==> config.mk <==
export PLATFORM = sky130hd
export DESIGN_NAME = rs_stream_encoder
export DESIGN_NICKNAME = d
export VERILOG_FILES = /design/src/rtl/rs_enc_pkg.sv /design/src/rtl/rs_gf_const_mul.sv /design/src/rtl/rs_enc_ctrl.sv /design/src/rtl/rs_remainder_lfsr.sv /design/src/rtl/rs_stream_encoder.sv
export SDC_FILE = /design/constraint.sdc
export NUM_CORES = 1
export LEC_CHECK = 0
export ABC_AREA = 1
export BUFFER_PORTS_ARGS = -buffer_cell sky130_fd_sc_hd__buf_2
export CORE_AREA = 2 2 153 155
export DETAILED_ROUTE_END_ITERATION = 8
export DIE_AREA = 0 0 155 157
export SYNTH_ARGS = -nofsm -noshare
export SYNTH_HDL_FRONTEND = slang
export SYNTH_SLANG_ARGS = --single-unit
==> constraint.sdc <==
create_clock -name clk -period 9.35 [get_ports clk]
set_clock_uncertainty 0.2 [all_clocks]
set_input_delay 1.87 -clock clk [delete_from_list [all_inputs] [get_ports clk]]
set_output_delay 1.87 -clock clk [all_outputs]
set_load 0.1 [all_outputs]
==> src/rtl/rs_enc_pkg.sv <==
package rs_enc_pkg;

    typedef enum logic {
        PH_INFO  = 1'b0,
        PH_CHECK = 1'b1
    } enc_phase_e;

    typedef struct packed {
        logic take;
        logic restart;
        logic final_info;
        logic shift;
        logic final_chk;
    } enc_ctrl_t;

    // Field product of a and b, bit-serial reduction by poly (w-bit symbols).
    function automatic int gf_mul(input int a, input int b, input int poly, input int w);
        int acc;
        int aa;
        acc = 0;
        aa  = a;
        for (int i = 0; i < w; i++) begin
            if (((b >> i) & 1) != 0) acc = acc ^ aa;
            aa = aa << 1;
            if (((aa >> w) & 1) != 0) aa = aa ^ poly;
        end
        return acc;
    endfunction

    // Primitive element (value 2) raised to e.
    function automatic int gf_alpha_pow(input int e, input int poly, input int w);
        int r;
        r = 1;
        for (int i = 0; i < e; i++) r = gf_mul(r, 2, poly, w);
        return r;
    endfunction

    // Coefficient of x^idx in prod_{i<nroots} (x + alpha^(root0+i)).
    function automatic int gen_coef(input int idx, input int nroots, input int root0,
                                    input int poly, input int w);
        int g [0:255];
        int rt;
        for (int k = 0; k < 256; k++) g[k] = 0;
        g[0] = 1;
        for (int i = 0; i < nroots; i++) begin
            rt = gf_alpha_pow(root0 + i, poly, w);
            for (int k = i + 1; k >= 1; k--) g[k] = g[k-1] ^ gf_mul(g[k], rt, poly, w);
            g[0] = gf_mul(g[0], rt, poly, w);
        end
        return g[idx];
    endfunction

endpackage

==> src/rtl/rs_gf_const_mul.sv <==
module rs_gf_const_mul #(
    parameter int W     = 8,
    parameter int POLY  = 285,
    parameter int CONST = 1
) (
    input  logic [W-1:0] sym_i,
    output logic [W-1:0] prod_o
);
    logic [W-1:0] part [W];

    for (genvar b = 0; b < W; b++) begin : g_col
        localparam logic [W-1:0] COL = W'(rs_enc_pkg::gf_mul(CONST, 1 << b, POLY, W));
        assign part[b] = sym_i[b] ? COL : '0;
    end

    always_comb begin
        prod_o = '0;
        for (int b = 0; b < W; b++) prod_o = prod_o ^ part[b];
    end
endmodule

==> src/rtl/rs_enc_ctrl.sv <==
module rs_enc_ctrl #(
    parameter int K = 188,
    parameter int P = 16
) (
    input  logic                  clk,
    input  logic                  rst,
    input  logic                  in_valid,
    input  logic                  in_sop,
    output logic                  in_ready,
    output rs_enc_pkg::enc_ctrl_t ctrl
);
    import rs_enc_pkg::*;

    localparam int CW = $clog2(K + 1);
    localparam int PW = (P > 1) ? $clog2(P) : 1;

    enc_phase_e     phase_q;
    logic [CW-1:0]  info_cnt_q;
    logic [PW-1:0]  chk_cnt_q;
    logic [CW-1:0]  info_cnt_nx;

    assign in_ready        = (phase_q == PH_INFO);
    assign ctrl.take       = in_valid && in_ready && (in_sop || (info_cnt_q != '0));
    assign ctrl.restart    = ctrl.take && in_sop;
    assign info_cnt_nx     = ctrl.restart ? CW'(1) : CW'(info_cnt_q + 1'b1);
    assign ctrl.final_info = ctrl.take && (info_cnt_nx == CW'(K));
    assign ctrl.shift      = (phase_q == PH_CHECK);
    assign ctrl.final_chk  = ctrl.shift && (chk_cnt_q == PW'(P - 1));

    always_ff @(posedge clk) begin
        if (rst) begin
            phase_q    <= PH_INFO;
            info_cnt_q <= '0;
            chk_cnt_q  <= '0;
        end else begin
            if (ctrl.final_info) begin
                phase_q    <= PH_CHECK;
                info_cnt_q <= '0;
                chk_cnt_q  <= '0;
            end else if (ctrl.take) begin
                info_cnt_q <= info_cnt_nx;
            end
            if (ctrl.shift) begin
                chk_cnt_q <= PW'(chk_cnt_q + 1'b1);
                if (ctrl.final_chk) phase_q <= PH_INFO;
            end
        end
    end
endmodule

==> src/rtl/rs_remainder_lfsr.sv <==
module rs_remainder_lfsr #(
    parameter int W     = 8,
    parameter int P     = 16,
    parameter int POLY  = 285,
    parameter int ROOT0 = 0
) (
    input  logic         clk,
    input  logic         rst,
    input  logic         take,
    input  logic         restart,
    input  logic         shift,
    input  logic [W-1:0] sym_i,
    output logic [W-1:0] top_o
);
    logic [W-1:0] rem_q [P];
    logic [W-1:0] prod  [P];
    logic [W-1:0] fb;

    // Feedback is held at zero while check symbols drain, turning the chain into a shifter.
    assign fb    = shift ? '0 : (sym_i ^ (restart ? '0 : rem_q[P-1]));
    assign top_o = rem_q[P-1];

    for (genvar i = 0; i < P; i++) begin : g_stage
        localparam int COEF = rs_enc_pkg::gen_coef(i, P, ROOT0, POLY, W);
        logic [W-1:0] base;

        rs_gf_const_mul #(.W(W), .POLY(POLY), .CONST(COEF)) mul_i (
            .sym_i  (fb),
            .prod_o (prod[i])
        );

        if (i == 0) begin : g_first
            assign base = '0;
        end else begin : g_rest
            assign base = restart ? '0 : rem_q[i-1];
        end

        always_ff @(posedge clk) begin
            if (rst) begin
                rem_q[i] <= '0;
            end else if (take || shift) begin
                rem_q[i] <= base ^ prod[i];
            end
        end
    end
endmodule

==> src/rtl/rs_stream_encoder.sv <==
module rs_stream_encoder #(
    parameter int SYM_W    = 8,
    parameter int CODE_LEN = 204,
    parameter int CHK_SYMS = 16,
    parameter int FIELD_PP = 285,
    parameter int ROOT0    = 0
) (
    input  logic             clk,
    input  logic             rst,
    input  logic             in_valid,
    input  logic             in_sop,
    input  logic [SYM_W-1:0] in_data,
    output logic             in_ready,
    output logic             out_valid,
    output logic [SYM_W-1:0] out_data,
    output logic             out_parity,
    output logic             out_last
);
    import rs_enc_pkg::*;

    localparam int INFO_LEN = CODE_LEN - CHK_SYMS;

    enc_ctrl_t        ctrl;
    logic [SYM_W-1:0] chk_sym;

    rs_enc_ctrl #(.K(INFO_LEN), .P(CHK_SYMS)) ctrl_i (
        .clk      (clk),
        .rst      (rst),
        .in_valid (in_valid),
        .in_sop   (in_sop),
        .in_ready (in_ready),
        .ctrl     (ctrl)
    );

    rs_remainder_lfsr #(.W(SYM_W), .P(CHK_SYMS), .POLY(FIELD_PP), .ROOT0(ROOT0)) rem_i (
        .clk     (clk),
        .rst     (rst),
        .take    (ctrl.take),
        .restart (ctrl.restart),
        .shift   (ctrl.shift),
        .sym_i   (in_data),
        .top_o   (chk_sym)
    );

    always_ff @(posedge clk) begin
        if (rst) begin
            out_valid  <= 1'b0;
            out_data   <= '0;
            out_parity <= 1'b0;
            out_last   <= 1'b0;
        end else begin
            out_valid  <= ctrl.take || ctrl.shift;
            out_parity <= ctrl.shift;
            out_last   <= ctrl.final_chk;
            if (ctrl.shift)     out_data <= chk_sym;
            else if (ctrl.take) out_data <= in_data;
        end
    end
endmodule

==> Word level (Yosys, flattened, before mapping) <==
Memory sizes are Yosys's and may differ from the RTL's.
Cells that the tools add are included.
{ "classes": {"n_addsub": 2, "n_eq_ne": 2, "n_mux": 166, "bitwise": 138, "n_reduce_logical": 11} }
{ "op_table": {"columns": ["cell", "n"], "rows": [
  ["2-to-1 mux 8 bit", 93],
  ["bitwise XOR 8 bit", 69],
  ["2-to-1 mux 7 bit", 30],
  ["bitwise XOR 8 x 7 -> 8 bit", 26],
  ["bitwise XOR 8 x 6 -> 8 bit", 14],
  ["2-to-1 mux 6 bit", 18],
  ["bitwise XOR 8 x 5 -> 8 bit", 8],
  ["2-to-1 mux 5 bit", 9],
  ["2-to-1 mux 4 bit", 6],
  ["bitwise OR 1 bit", 16],
  ["bitwise XOR 8 x 3 -> 8 bit", 2],
  ["bitwise XOR 8 x 4 -> 8 bit", 2],
  ["adder 8 x 1 -> 8 bit (second input constant)", 1],
  ["== test 8 bit (second input constant)", 1],
  ["2-to-1 mux 1 bit", 8],
  ["nonzero test 8 bit", 1],
  ["2-to-1 mux 3 bit", 2],
  ["logical AND 1 bit", 5],
  ["adder 4 x 1 -> 4 bit (second input constant)", 1],
  ["== test 4 bit (second input constant)", 1],
  ["nonzero test 2 bit", 2],
  ["logical OR 1 bit", 2],
  ["OR reduction 2 bit", 1],
  ["NOT 1 bit", 1]
]} }
{ "word_totals": {"register_bits": 24, "ramBits": 128, "in_bits": 12, "mem_count": 1} }
{ "mem_list": {"columns": ["name", "words", "width", "rd", "rd_clocked_by_memory_dff", "wr", "line_no", "text"], "rows": [
  ["rem_i.rem_q", 16, 8, 16, 0, 16, "rs_remainder_lfsr.sv:15", "logic [W-1:0] rem_q [P];"]
]} }

==> Logic depth before layout (Yosys ltp) <==
{ "logic_depth": {"word_depth": 17, "mapped_depth": 17} }

==> Hierarchy <==
A second synthesis with hierarchy kept.
{ "hier_totals": {"hier_cells": 2102, "area_unflattened_um2": 13337.8} }
{ "by_module_without_submodules": {"columns": ["module", "instances", "cells_each", "area_each_um2"], "rows": [
  ["rs_remainder_lfsr", 1, 952, 7442.1],
  ["rs_enc_ctrl", 1, 127, 845.8],
  ["rs_gf_const_mul at rem_i.g_stage[0].mul_i ...", 2, 68, 301.5],
  ["rs_stream_encoder", 1, 68, 484.2],
  ["rs_gf_const_mul at rem_i.g_stage[7].mul_i", 1, 84, 385.4],
  ["rs_gf_const_mul at rem_i.g_stage[9].mul_i", 1, 81, 376.6],
  ["rs_gf_const_mul at rem_i.g_stage[4].mul_i", 1, 68, 371.6],
  ["rs_gf_const_mul at rem_i.g_stage[12].mul_i", 1, 72, 342.8],
  ["rs_gf_const_mul at rem_i.g_stage[1].mul_i", 1, 62, 310.3],
  ["rs_gf_const_mul at rem_i.g_stage[10].mul_i", 1, 72, 301.5],
  ["rs_gf_const_mul at rem_i.g_stage[3].mul_i", 1, 54, 294.0],
  ["rs_gf_const_mul at rem_i.g_stage[5].mul_i", 1, 72, 277.8],
  ["rs_gf_const_mul at rem_i.g_stage[14].mul_i", 1, 43, 240.2],
  ["rs_gf_const_mul at rem_i.g_stage[2].mul_i", 1, 45, 230.2],
  ["+4 rows", null, null, null]
]} }

==> Least setup slack after synthesis <==
Ideal clock, no wire load.
{ "synth_path": {"path_kind": "input port to flip-flop", "startpoint": "in in_valid", "endpoint": "mem rem_i.rem_q[0][0], enable pin", "setup_ps": 481, "t_arrival_ps": 4845, "t_required_ps": 8669, "setup_slack_ps": 3825, "path_stages": 6, "n_path_buf": 0, "cell_sequence": "inv_1 nor2_1 nand2_2 nand2_1 nor2_1 inv_1"} }
{ "synth_rtl": {"columns": ["element", "line_no", "text"], "rows": [
  ["start: declaration", "rs_stream_encoder.sv:10", "input logic in_valid,"],
  ["end: declaration", "rs_remainder_lfsr.sv:15", null]
]} }

==> impl_metrics.tcl <==
set metrics [dict create \
    drtIter0Drc 821 \
    cts_buffers 17 \
    finalPower_w 0.00215 \
    synth_area_sq_um 9590 \
    maxSlewViolCount 0 \
    cts_max_level 4 \
    die_h_microns 157 \
    cts-root-buf "clkbuf_16" \
    cts.sinks 152 \
    vias_per_cell 5.25 \
    synth_edf_count 128 \
    post-route-drc-count 0 \
    finalCriticalPeriod_ps 4910 \
    core_area_sq_um 22500 \
    die_area_sq_um 24300 \
    synth_seq_cells 152 \
    wl_microns 26600 \
    syn-num-nets 1248 \
    cp-start-kind "primary input" \
    clkLatencyLatePin_ps 430 \
    clockBufferDepth 2 \
    first_pass_iters 8 \
    ys.flop_type "edfxtp_1" \
    p_leak_nw 4.56 \
    drive_gt1_share_pct 12.0 \
    worst_pin_slew_ps 986 \
    slew_headroom_pct 34.3 \
    yosysWarningCount 0 \
    clkSlewWorstSetupHoldPaths_ps 70 \
    vias 8027 \
    gp_congestion 0.881 \
    setup_violations 0 \
    required_ps 9340 \
    hp-class "flop to flop" \
    synth.area.top_cells "edfxtp_1 40%, nand2_1 18%, nor2_1 5.7%, dfxtp_1 5.0%, xor2_1 4.7%" \
    status "complete, no violations" \
    cts_setup_buffers 0 \
    crit_arrival_ps 4900 \
    floorplan.initialDensity_pct 42.6 \
    worstPathMaxFanout 78 \
    yosys.area.top_type "edfxtp_1" \
    critPathCaptureType "flop" \
    overflow 0 \
    rows 55 \
    power_density_nw_per_um2 207 \
    numPortBuffers 23 \
    postCtsHoldBufs 0 \
    final_nets 1246 \
    synth_top_cell_area_share_pct 40.1 \
    syn_avg_cell_area_sq_um 7.78 \
    grt_pass1_vias 7372 \
    die_x_microns 155 \
    grt_antenna_before_repair 0 \
    area_growth_syn_to_layout_pct 8.16 \
    post-synth-top-count-cell "nand2_1" \
    wire_per_inst_microns 17.4 \
    ant_nets 0 \
    grt_pass1_wl_microns 41500 \
    ys_seq_area_share_pct 45.1 \
    syn-instance-count 1233 \
    hold_violations 0 \
    min_period_over_period_pct 52.6 \
    yosysUniqueCellTypes 39 \
    cts_tree "built" \
    tns_ps 0 \
    grt_util_all_layers_pct 22.6 \
    rsz0062_at_grt "false" \
    num_io_pins 24 \
    dpl.hpwl_microns 17500 \
    n_antenna_cell 0 \
    ir_drop_mv 0.116 \
    fmaxAchievable_mhz 204 \
    ctsResizeCount 0 \
    synthArstFlopShare_pct 0 \
    synthTopCellsByCount "454 x nand2_1, 146 x nor2_1, 128 x edfxtp_1" \
    grt_max_degree 79 \
    drv_cap 0 \
    crit_type "primary input to flop" \
]
==> path summary, 6_finish.rpt <==
check                  endpoint  slack, ps  depth (start not counted)            from
min reg2reg         out_data[3]        250                          2     out_data[3]
min                 out_data[3]        250                          2     out_data[3]
max reg2reg   rem_i.rem_q[1][4]       5070                         12  ctrl_i.phase_q
max          rem_i.rem_q[1][35]       4440                         12        in_valid
==> worst max-delay path, stage by stage <==
cell     delay [ps]
buf_2           110
nand3_4         700
nand3_1         370
nand3_2         290
inv_1           470
nand2_1          90
nand2_1         450
nand3_1         210
nand2_1         140
nand2_1          60
nand2_1          50
nor2_1           50
==> final cells by class <==
class / count / area [sq um]
fillers: 2180 / 12100
multi-input cells: 967 / 4690
flip-flops and latches: 152 / 4320
clock buffers: 23 / 533
well taps: 285 / 357
inverters: 65 / 255
repair buffers: 28 / 153
clock inverters: 9 / 53.8
==> layout by cell type (no fill, tap or decap) <==
cell	instances
nand2_1	454
nor2_1	146
edfxtp_1	128
a21oi_1	81
o21ai_0	73
inv_1	56
nand3_1	52
xor2_1	51
nand2_2	43
dfxtp_1	24
buf_2	23
clkbuf_16	21
nand3_2	11
xnor2_1	8
nand2_4	7
inv_4	6
nand3_4	5
inv_2	5
clkinv_2	5
buf_4	5
nor2_4	4
o21ai_2	4
o21ai_1	4
xor2_2	4
nor3_1	3
nor3b_1	3
ha_1	3
inv_6	2
nor4_1	2
o21ai_4	2
clkbuf_1	2
nand4_1	1
o21bai_1	1
nor3b_2	1
o21a_1	1
or2_1	1
xnor2_2	1
and2_1	1
==> stage by stage <==
stage | worst slack (ps) | util, % | area [sq um] | hold WS [ps] | cells
after floorplan | 3820 | - | 9590 | 249 | 1233
after global placement | 3990 | 43.5 | 9780 | 234 | 1497
after detailed placement | 3990 | 43.5 | 9780 | 243 | 1497
after CTS | 4460 | 46.1 | 10400 | 260 | 1529
after global routing | 4020 | 46.1 | 10400 | 282 | 1529
final | 4440 | 46.1 | 10400 | 255 | 1529
==> kinds of logic after synthesis <==
family	count (synthesis)	synth area share (%)
xor+xnor	64	6.24
fa+ha+maj	3	0.392
buf+inv	114	5.94
compound gates	166	9.11
flops	152	45.1
simple gates	734	33.2
==> per-layer routing <==
metal / vias to the layer above / wire, microns / global-route usage, %
met5: - / 0 / 0
met4: 0 / 626 / 7.14
met3: 55 / 1680 / 4.79
met2: 249 / 12400 / 36.4
met1: 3710 / 12000 / 30.5
li1: 4013 / - / -
==> state kept, by name, summed over array words and instances, names as in the netlist <==
register,cells
ctrl_i.chk_cnt_q,4
ctrl_i.info_cnt_q,8
ctrl_i.phase_q,1
out_data,8
out_last,1
out_parity,1
out_valid,1
rem_i.rem_q,128
==> power breakdown <==
part	internal, W	leakage, nW	switching [W]
combinational	0.000162	2.69	0.000446
clock	0.000403	0.299	0.000297
sequential	0.000815	1.57	0.0000250
total	0.00138	4.56	0.000768
Note: power is estimated with default switching activity, not from simulation.
